$ cat src/rtl/qtmr_pkg.sv
package qtmr_pkg;
  localparam logic [2:0] ADDR_CTRL = 3'd0;
  localparam logic [2:0] ADDR_STAT = 3'd1;
  localparam logic [2:0] ADDR_CNT  = 3'd2;
  localparam logic [2:0] ADDR_GRA  = 3'd3;
  localparam logic [2:0] ADDR_GRB  = 3'd4;

  typedef enum logic [1:0] {CLR_NONE = 2'd0, CLR_GRA = 2'd1, CLR_GRB = 2'd2, CLR_RSV = 2'd3} clr_sel_e;

  typedef struct packed {
    logic [2:0] ie;       // {cmb, cma, ovf}
    logic [1:0] psc;
    logic [1:0] edge_sel;
    logic       ext_clk;
    clr_sel_e   clr_sel;
    logic       ovf_only;
    logic       phase_en;
    logic       pwm_en;
  } ctrl_t;

  function automatic ctrl_t ctrl_unpack(input logic [15:0] w);
    ctrl_t c;
    c.pwm_en   = w[0];
    c.phase_en = w[1];
    c.ovf_only = w[2];
    c.clr_sel  = clr_sel_e'(w[6:5]);
    c.ext_clk  = w[7];
    c.edge_sel = w[9:8];
    c.psc      = w[11:10];
    c.ie       = w[14:12];
    return c;
  endfunction

  function automatic logic [15:0] ctrl_pack(input ctrl_t c);
    return {1'b0, c.ie, c.psc, c.edge_sel, c.ext_clk, c.clr_sel, 2'b11,
            c.ovf_only, c.phase_en, c.pwm_en};
  endfunction
endpackage

$ cat src/rtl/qtmr_sync_edge.sv
module qtmr_sync_edge #(
  parameter int unsigned N      = 2,
  parameter int unsigned STAGES = 2
) (
  input  logic         clk_i,
  input  logic         rst_ni,
  input  logic [N-1:0] async_i,
  output logic [N-1:0] lvl_o,
  output logic [N-1:0] rise_o,
  output logic [N-1:0] fall_o
);
  for (genvar g = 0; g < N; g++) begin : g_ch
    logic [STAGES-1:0] sh_q;
    logic              prev_q;
    always_ff @(posedge clk_i or negedge rst_ni) begin
      if (!rst_ni) begin
        sh_q   <= '0;
        prev_q <= 1'b0;
      end else begin
        sh_q   <= {sh_q[STAGES-2:0], async_i[g]};
        prev_q <= sh_q[STAGES-1];
      end
    end
    assign lvl_o[g]  = sh_q[STAGES-1];
    assign rise_o[g] = sh_q[STAGES-1] & ~prev_q;
    assign fall_o[g] = ~sh_q[STAGES-1] & prev_q;
  end
endmodule

$ cat src/rtl/qtmr_tick_gen.sv
module qtmr_tick_gen #(
  parameter int unsigned PSC_W = 2
) (
  input  logic             clk_i,
  input  logic             rst_ni,
  input  logic             phase_en_i,
  input  logic             ext_clk_i,
  input  logic [1:0]       edge_sel_i,
  input  logic [PSC_W-1:0] psc_i,
  input  logic             a_lvl_i,
  input  logic             b_lvl_i,
  input  logic             a_rise_i,
  input  logic             a_fall_i,
  input  logic             b_rise_i,
  input  logic             b_fall_i,
  output logic             up_o,
  output logic             dn_o
);
  localparam int unsigned DIV_W = (1 << PSC_W) - 1;

  logic [DIV_W-1:0] pcnt_q;
  logic [DIV_W-1:0] mask;
  logic             int_tick, ext_tick, q_up, q_dn;

  always_ff @(posedge clk_i or negedge rst_ni) begin
    if (!rst_ni) pcnt_q <= '0;
    else         pcnt_q <= pcnt_q + 1'b1;
  end

  assign mask     = ~({DIV_W{1'b1}} << psc_i);
  assign int_tick = (pcnt_q & mask) == mask;

  always_comb begin
    unique case (edge_sel_i)
      2'd0:    ext_tick = a_rise_i;
      2'd1:    ext_tick = a_fall_i;
      default: ext_tick = a_rise_i | a_fall_i;
    endcase
  end

  assign q_up = (b_rise_i & ~a_lvl_i) | (a_rise_i & b_lvl_i) |
                (b_fall_i & a_lvl_i)  | (a_fall_i & ~b_lvl_i);
  assign q_dn = (a_rise_i & ~b_lvl_i) | (b_rise_i & a_lvl_i) |
                (a_fall_i & b_lvl_i)  | (b_fall_i & ~a_lvl_i);

  assign up_o = phase_en_i ? q_up : (ext_clk_i ? ext_tick : int_tick);
  assign dn_o = phase_en_i & q_dn & ~q_up;
endmodule

$ cat src/rtl/qtmr_count_core.sv
module qtmr_count_core
  import qtmr_pkg::*;
#(
  parameter int unsigned W = 16
) (
  input  logic         clk_i,
  input  logic         rst_ni,
  input  logic         up_i,
  input  logic         dn_i,
  input  logic         cnt_we_i,
  input  logic [W-1:0] cnt_wdata_i,
  input  logic [W-1:0] gra_i,
  input  logic [W-1:0] grb_i,
  input  clr_sel_e     clr_sel_i,
  input  logic         pwm_en_i,
  output logic [W-1:0] cnt_o,
  output logic         ovf_ev_o,
  output logic         unf_ev_o,
  output logic         cma_ev_o,
  output logic         cmb_ev_o,
  output logic         pwm_o
);
  logic [W-1:0] cnt_q, cnt_d;
  logic         tick, clr, pwm_q;

  assign tick     = (up_i | dn_i) & ~cnt_we_i;
  assign cma_ev_o = tick & (cnt_q == gra_i);
  assign cmb_ev_o = tick & (cnt_q == grb_i);
  assign clr      = ((clr_sel_i == CLR_GRA) & cma_ev_o) | ((clr_sel_i == CLR_GRB) & cmb_ev_o);
  assign ovf_ev_o = tick & up_i & ~clr & (cnt_q == '1);
  assign unf_ev_o = tick & ~up_i & ~clr & (cnt_q == '0);

  always_comb begin
    cnt_d = cnt_q;
    if (cnt_we_i)  cnt_d = cnt_wdata_i;
    else if (clr)  cnt_d = '0;
    else if (up_i) cnt_d = cnt_q + 1'b1;
    else if (dn_i) cnt_d = cnt_q - 1'b1;
  end

  always_ff @(posedge clk_i or negedge rst_ni) begin
    if (!rst_ni) begin
      cnt_q <= '0;
      pwm_q <= 1'b0;
    end else begin
      cnt_q <= cnt_d;
      if (!pwm_en_i)                pwm_q <= 1'b0;
      else if (cma_ev_o & cmb_ev_o) pwm_q <= 1'b0;
      else if (cma_ev_o)            pwm_q <= 1'b1;
      else if (cmb_ev_o)            pwm_q <= 1'b0;
    end
  end

  assign cnt_o = cnt_q;
  assign pwm_o = pwm_q;
endmodule

$ cat src/rtl/qtmr_channel.sv
module qtmr_channel
  import qtmr_pkg::*;
#(
  parameter int unsigned W     = 16,
  parameter int unsigned AW    = 3,
  parameter int unsigned SYNC  = 2,
  parameter int unsigned NFLAG = 3
) (
  input  logic          clk_i,
  input  logic          rst_ni,
  input  logic          we_i,
  input  logic          re_i,
  input  logic [AW-1:0] addr_i,
  input  logic [W-1:0]  wdata_i,
  output logic [W-1:0]  rdata_o,
  input  logic          tclk_a_i,
  input  logic          tclk_b_i,
  output logic          pwm_o,
  output logic          ovf_o,
  output logic          cma_o,
  output logic          cmb_o,
  output logic          irq_o
);
  ctrl_t            ctrl_q;
  logic [W-1:0]     gra_q, grb_q, rdata_q, cnt;
  logic [NFLAG-1:0] flags_q, armed_q, flag_set, flag_clr;
  logic [1:0]       lvl, rise, fall;
  logic             up, dn, ovf_ev, unf_ev, cma_ev, cmb_ev;
  logic             wr_ctrl, wr_stat, wr_cnt, wr_gra, wr_grb, rd_stat;

  assign wr_ctrl = we_i && addr_i == AW'(ADDR_CTRL);
  assign wr_stat = we_i && addr_i == AW'(ADDR_STAT);
  assign wr_cnt  = we_i && addr_i == AW'(ADDR_CNT);
  assign wr_gra  = we_i && addr_i == AW'(ADDR_GRA);
  assign wr_grb  = we_i && addr_i == AW'(ADDR_GRB);
  assign rd_stat = re_i && addr_i == AW'(ADDR_STAT);

  qtmr_sync_edge #(.N(2), .STAGES(SYNC)) u_sync (
    .clk_i, .rst_ni,
    .async_i ({tclk_b_i, tclk_a_i}),
    .lvl_o   (lvl),
    .rise_o  (rise),
    .fall_o  (fall)
  );

  qtmr_tick_gen #(.PSC_W(2)) u_tick (
    .clk_i, .rst_ni,
    .phase_en_i (ctrl_q.phase_en),
    .ext_clk_i  (ctrl_q.ext_clk),
    .edge_sel_i (ctrl_q.edge_sel),
    .psc_i      (ctrl_q.psc),
    .a_lvl_i    (lvl[0]),
    .b_lvl_i    (lvl[1]),
    .a_rise_i   (rise[0]),
    .a_fall_i   (fall[0]),
    .b_rise_i   (rise[1]),
    .b_fall_i   (fall[1]),
    .up_o       (up),
    .dn_o       (dn)
  );

  qtmr_count_core #(.W(W)) u_core (
    .clk_i, .rst_ni,
    .up_i        (up),
    .dn_i        (dn),
    .cnt_we_i    (wr_cnt),
    .cnt_wdata_i (wdata_i),
    .gra_i       (gra_q),
    .grb_i       (grb_q),
    .clr_sel_i   (ctrl_q.clr_sel),
    .pwm_en_i    (ctrl_q.pwm_en),
    .cnt_o       (cnt),
    .ovf_ev_o    (ovf_ev),
    .unf_ev_o    (unf_ev),
    .cma_ev_o    (cma_ev),
    .cmb_ev_o    (cmb_ev),
    .pwm_o       (pwm_o)
  );

  assign flag_set = {cmb_ev, cma_ev, ovf_ev | (unf_ev & ~ctrl_q.ovf_only)};
  assign flag_clr = wr_stat ? (armed_q & ~wdata_i[NFLAG-1:0]) : '0;

  always_ff @(posedge clk_i or negedge rst_ni) begin
    if (!rst_ni) begin
      ctrl_q  <= '0;
      gra_q   <= '1;
      grb_q   <= '1;
      flags_q <= '0;
      armed_q <= '0;
      rdata_q <= '0;
    end else begin
      if (wr_ctrl) ctrl_q <= ctrl_unpack(wdata_i[15:0]);
      if (wr_gra)  gra_q  <= wdata_i;
      if (wr_grb)  grb_q  <= wdata_i;
      flags_q <= flag_set | (flags_q & ~flag_clr);
      if (rd_stat)      armed_q <= flags_q;
      else if (wr_stat) armed_q <= armed_q & ~flag_clr;
      if (re_i) begin
        unique case (addr_i)
          AW'(ADDR_CTRL): rdata_q <= W'(ctrl_pack(ctrl_q));
          AW'(ADDR_STAT): rdata_q <= W'(flags_q);
          AW'(ADDR_CNT):  rdata_q <= cnt;
          AW'(ADDR_GRA):  rdata_q <= gra_q;
          AW'(ADDR_GRB):  rdata_q <= grb_q;
          default:        rdata_q <= '0;
        endcase
      end
    end
  end

  assign rdata_o = rdata_q;
  assign ovf_o   = flags_q[0];
  assign cma_o   = flags_q[1];
  assign cmb_o   = flags_q[2];
  assign irq_o   = |(flags_q & ctrl_q.ie);
endmodule

$ cat config.mk
export PLATFORM = sky130hd
export DESIGN_NAME = qtmr_channel
export DESIGN_NICKNAME = d
export VERILOG_FILES = /design/src/rtl/qtmr_pkg.sv /design/src/rtl/qtmr_sync_edge.sv /design/src/rtl/qtmr_tick_gen.sv /design/src/rtl/qtmr_count_core.sv /design/src/rtl/qtmr_channel.sv
export SDC_FILE = /design/constraint.sdc
export NUM_CORES = 1
export LEC_CHECK = 0
export ABC_CLOCK_PERIOD_IN_PS = 9150
export BUFFER_PORTS_ARGS = -buffer_cell sky130_fd_sc_hd__buf_2
export CAP_MARGIN = 20
export CELL_PAD_IN_SITES_DETAIL_PLACEMENT = 2
export CELL_PAD_IN_SITES_GLOBAL_PLACEMENT = 2
export CORE_MARGIN = 1
export CORE_UTILIZATION = 41
export DETAILED_ROUTE_END_ITERATION = 8
export PLACE_DENSITY_LB_ADDON = 0.1
export SLEW_MARGIN = 20
export SYNTH_ARGS = -nofsm -noshare
export SYNTH_HDL_FRONTEND = slang
export SYNTH_SLANG_ARGS = --single-unit
$ cat constraint.sdc
create_clock -name clk_i -period 9.15 [get_ports clk_i]
set_input_delay 1.83 -clock clk_i [delete_from_list [all_inputs] [get_ports clk_i]]
set_output_delay 1.83 -clock clk_i [all_outputs]
set_load 0.01 [all_outputs]
# ---- After elaboration in Yosys (flattened, before gate mapping)
# Index checks and enable logic that the tools add are counted.
dict set report word_totals {
  regBits 93
  inputBits 25
  output_inout_bits 21
  elab_cells 118
}
dict set report op_classes {
  add_sub_neg 3
  eq_ne 12
  n_shift 1
  muxes 15
  n_bitwise 55
  reduce_logical 12
}
# op n
set op_table {}
lappend op_table {{case mux 16 bit (5 select lines)} 1}
lappend op_table {{2-to-1 mux 16 bit} 4}
lappend op_table {{== test 16 bit} 2}
lappend op_table {{AND 1 bit} 27}
lappend op_table {{adder 16 x 1 -> 16 bit, second input constant} 1}
lappend op_table {{== test 16 bit, second input constant} 1}
lappend op_table {{logical NOT 16 bit} 1}
lappend op_table {{subtractor 16 x 1 -> 16 bit, second input constant} 1}
lappend op_table {{AND 3 bit} 5}
lappend op_table {{OR 1 bit} 10}
lappend op_table {{2-to-1 mux 3 bit} 3}
lappend op_table {{NOT 1 bit} 9}
lappend op_table {{NOT 3 bit} 3}
lappend op_table {{== test 3 x 2 -> 1 bit, second input constant} 2}
lappend op_table {{logical AND 1 bit} 6}
lappend op_table {{2-to-1 mux 1 bit} 6}
lappend op_table {{== test 2 x 1 -> 1 bit, second input constant} 2}
lappend op_table {{!= test 4 x 1 -> 1 bit, second input constant} 1}
lappend op_table {{nonzero test 4 bit} 1}
lappend op_table {{adder 3 x 1 -> 3 bit, second input constant} 1}
lappend op_table {{== test 3 x 1 -> 1 bit, second input constant} 1}
lappend op_table {{== test 3 bit} 1}
lappend op_table {{== test 3 bit, second input constant} 1}
lappend op_table {{logical NOT 3 bit} 1}
lappend op_table {{other kinds (7)} 7}

# ---- Depth between registers and ports, before layout
dict set report logic_depth {
  depth_word 19
  ltp_mapped 15
  depth_no_buf 14
}

# ---- Hierarchy
# Synthesis repeated with hierarchy kept, for this count alone.
dict set report hier_totals {
  hier_cells 529
  hier_area_um2 5796.8
}
# module n_inst cells_each area_per_inst_um2 seq_area_each_um2
set by_module_without_submodules {}
lappend by_module_without_submodules {qtmr_channel 1 246 3250.6 1716.6}
lappend by_module_without_submodules {qtmr_count_core 1 250 2155.8 425.4}
lappend by_module_without_submodules {qtmr_sync_edge 1 12 200.2 150.1}
lappend by_module_without_submodules {qtmr_tick_gen 1 21 190.2 75.1}

# ---- Worst setup path before layout
# No wires, ideal clock.
dict set report synth_timing {
  path_kind {input -> register}
  startpoint {input addr_i[2]}
  endpoint {register rdata_q[10], in the netlist rdata_o[10]}
  setup_ns 0.141
  t_arrival_ns 3.189
  t_required_ns 9.009
  setup_slack_ns 5.820
  stages 5
  n_path_buf 2
  path_cell_list {clkbuf_1 -> inv_1 -> o21ai_0 -> clkbuf_1 -> o22ai_1}
}
dict set report synth_via {
  elab_chain_cells 2
  word_cells_on_any_way 6
  classes_between {eq/ne: 4; mux: 1; reduce/logical: 1}
}
# element line
set synth_rtl {}
lappend synth_rtl {{from (decl)} qtmr_channel.sv:13} ;# input logic [AW-1:0] addr_i,
lappend synth_rtl {{== test 3 bit (tied with other cells)} qtmr_channel.sv:99} ;# unique case (addr_i)
lappend synth_rtl {{case mux 16 bit (5 select lines) *} qtmr_channel.sv:99}
lappend synth_rtl {{to (signal assigned)} qtmr_channel.sv:100} ;# AW'(ADDR_CTRL): rdata_q <= W'(ctrl_pack(ctrl_q));
lappend synth_rtl {{to (signal assigned)} qtmr_channel.sv:101} ;# AW'(ADDR_STAT): rdata_q <= W'(flags_q);
lappend synth_rtl {{to (signal assigned)} qtmr_channel.sv:102} ;# AW'(ADDR_CNT): rdata_q <= cnt;
lappend synth_rtl {{to (decl)} qtmr_channel.sv:25} ;# logic [W-1:0] gra_q, grb_q, rdata_q, cnt;
# Every way passes the cells marked *; elsewhere a longest branch is shown, timed or not.
# A chain may end at the register's enable or synchronous reset.

# ---- Worst setup path in the final report
dict set report layout_timing {
  startpoint {register u_core.cnt_q[3], in the netlist u_core.cnt_o[3]}
  endpoint {register u_core.cnt_q[12], in the netlist u_core.cnt_o[12]}
}
dict set report layout_via {
  elab_chain_cells 6
  word_cells_on_any_way 14
  classes_between {add/sub: 2; eq/ne: 2; mux: 4; bitwise: 5; reduce/logical: 1}
}
# element line
set layout_rtl {}
lappend layout_rtl {{from (decl)} qtmr_count_core.sv:23} ;# logic [W-1:0] cnt_q, cnt_d;
lappend layout_rtl {{from (signal assigned)} qtmr_count_core.sv:46} ;# cnt_q <= cnt_d;
lappend layout_rtl {{branches (longest 6 deep; another with subtractor 16 x 1 -> 16 bit)} n/a}
# Several ways; the timed one is not identified. The select of a mux whose other input is x is not followed.

==> flow_summary.toml <==
[global_route]
grt_overflow = 0
grt_pass1_wl_um = 28800
grt.total_usage_pct = 29.43
antenna_found_initial = 0
grt_max_degree = 58
grt_pass1_vias = 4792

[drt]
dr_wl_met3_um = 629
viasPerCell = 6.038
dr_wl_met2_um = 9284
drtAntennaViolNets = 0
dr.pass1.iters = 4
top_layer_used = "met4"
vias = 4480
wl_met1_um = 8279
post_drt_wl_per_cell_um = 25.03
detail_route.iter0.violations = 223
drt_wl_total_um = 18570
drc = 0

[synthesis]
synth_top_area_share_pct = 28.52
synth_xor_xnor_area_share_pct = 5.891
synth_seq_cells = 93
yosysSeqAreaShare_pct = 44.23
yosys.area.top_type = "dfrtp_1"
synth_most_common_cell = "dfrtp_1"
ys_types = 58
synth_area_sq_um = 5353
synth_flop_cell = "dfrtp_1"
ys_warn_count = 0
synth_fa_ha_area_share_pct = 1.403
syn_area_per_cell_sq_um = 9.768
yosys-mux-area-fraction_pct = 13.07
synth_edf_count = 0
synth_top_family_by_area = "simple AND/OR/NAND/NOR gates"
synth_nets = 579
synthTopCellsByCount = "dfrtp_1, nor2_1, mux2_2"
yosys-top-cells-area = "dfrtp_1, dfstp_2, mux2_2"
synth_compound_area_share_pct = 14.63
syn-instance-count = 548
synthArstFlopShare_pct = 100.0
synthSimpleGateAreaFrac_pct = 15.76

[sta]
fin_crit_sh_pct = 39.81
setup_slack_ns = 5.507
finalSetupTns_ns = 0
tightest_slew_ns = 0.9485
rsz0062_at_grt = "no"
slew_headroom_pct = 36.64
max_freq_mhz = 274.5
finalSetupViolCount = 0
fin_worst_skew_ns = 0.008882
period_needed_ns = 3.643
slew_viol_final = 0
timing.hold.ws_ns = 0.3525
finalHoldViolCount = 0

[min_path]
hold_class = "reg2reg"
hp-start = "u_sync.g_ch[1].sh_q[0]"
whs_path_depth = 0
holdPathEnd = "u_sync.g_ch[1].sh_q[1]"

[die]
design.core.area_sq_um = 12670
die_h_um = 116.3
rows = 41
io_pins = 46
die-area_sq_um = 13520
initial_core_util_pct = 42.24
die_width_um = 116.3

[job]
maxCapViolations = 0

[layout]
area_growth_pct = 11.59
multi_input_area_sq_um = 2716
nNetsFinal = 596
ff_latch_area_sq_um = 2367
antenna_cells = 0
nFillCells = 1369
drive_above_1_share_pct = 25.79
utilization_pct = 47.14

[cts]
cts_buffers = 9
clkTransAtPathRegs_ns = 0.07
ctsResizeCount = 0
clk_latency_ns = 0.35
cts.sinks = 93
clockBufferDepth = 2
cts_hold_buf = 0
htreeDepth = 3
clock-root-buffer = "clkbuf_16"
cts_tree = "done"
post_cts_buffers = 0

[setup_path]
r2r_slack_ns = 5.51
required_ns = 9.37
worstSetupEndpointType = "flip-flop"
crit_type = "reg2reg"
worstPathArrival_ns = 3.87
path_cells = "xnor2_1 -> nand4_1 -> nor4_1 -> a22o_1 -> nand2b_1 -> a2bb2oi_1 -> a21oi_1"
cp_max_fo = 18
r2r-start = "u_core.cnt_o[3]"
reg2reg_to = "u_core.cnt_o[12]"
slowest_stage = "nor4_1"
startpoint_type = "flip-flop"
reg2reg_depth = 7
critPathMaxStageDelay_ns = 0.80

[placement]
hpwl_um = 13110
port-buffer-count = 45
pre_cts_slack_ns = 5.319
gp_congestion = 0.8782

[power_and_ir_drop]
p_leak_uw = 0.002440
power.density_nw_per_um2 = 269.0
ir_drop_mv = 0.1099

[run_status]
status = "finished clean"
[worst max-delay path, delay by kind of cell, from the launching register on]
family | cells | cell delay (ns)
compound gates | 3 | 1.11
flops | 1 | 0.53
simple gates | 3 | 1.47
xor+xnor | 1 | 0.39
[state kept, by name, summed over array words and instances (netlist names), 2 cells and up]
register,flops
armed_q,3
ctrl_q,13
flags_q,3
gra_q,16
grb_q,16
rdata_o,16
u_core.cnt_o,16
u_sync.g_ch.prev_q,2
u_sync.g_ch.sh_q,4
u_tick.pcnt_q,3
[cells by family after synthesis]
group,count (synthesis)
AO/OA/AOI/OAI,123
XOR/XNOR,36
adder cells (fa/ha/maj),6
buffers and inverters,66
flip-flops,93
multiplexers,62
AND/OR/NAND/NOR,162
[through the flow]
stage / total power (uW) / cells / area, sq um
after global placement: 1139 / 726 / 5639
after global routing: 1688 / 742 / 5973
after floorplan: 1002 / 548 / 5353
after detailed placement: 1174 / 726 / 5639
after CTS: 1612 / 742 / 5973
final: 1607 / 742 / 5973
[worst max-delay path by stage]
stage                                   to  cells after the start                    from  slack, ns
after floorplan                rdata_o[10]                      5               addr_i[2]       5.82
after global placement           grb_q[11]                      4               addr_i[0]       5.46
after detailed placement         grb_q[15]                      4               addr_i[0]       5.32
after CTS                 u_core.cnt_o[12]                      7         u_core.cnt_o[3]       5.53
after global routing      u_core.cnt_o[12]                     12  u_sync.g_ch[0].sh_q[1]       5.38
final                     u_core.cnt_o[12]                      7         u_core.cnt_o[3]       5.51
[cell type report]
| type | instances | share of cell area [%] |
|---|---|---|
| clock inverter | 5 | 1.362 |
| inverter | 24 | 1.508 |
| multi-input combinational | 389 | 45.48 |
| clock buffer | 11 | 4.231 |
| sequential | 93 | 39.63 |
| tap | 172 | 3.603 |
| timing repair buffer | 48 | 4.189 |
[routing by layer]
metal / GRT usage [%] / vias to the layer above
li1: - / 1992
met2: 50.34 / 107
met3: 4.359 / 24
met1: 37.95 / 2357
met5: 0 / -
met4: 10.17 / 0
[report_power, final]
group	internal (uW)	switching (uW)
sequential	519	176
combinational	226	259
clock	255	171
[layout by cell type (no fill, tap or decap), types with 10 or more instances in the layout]
cell     Yosys  layout
dfrtp_1     61      61
nor2_1      53      53
buf_2       11      44
mux2_2      43      43
a21oi_1     35      35
xnor2_1     33      33
dfstp_2     32      32
inv_1       23      23
nand2_1     23      23
mux2i_1     17      17
o21ai_0     14      14
nand3_1     14      14
o22ai_1     14      14
o21ai_1     13      13
nor2b_1     12      12
nand4_1     11      11
a31oi_1     10      10
Note: power is estimated with default switching activity, not from simulation.
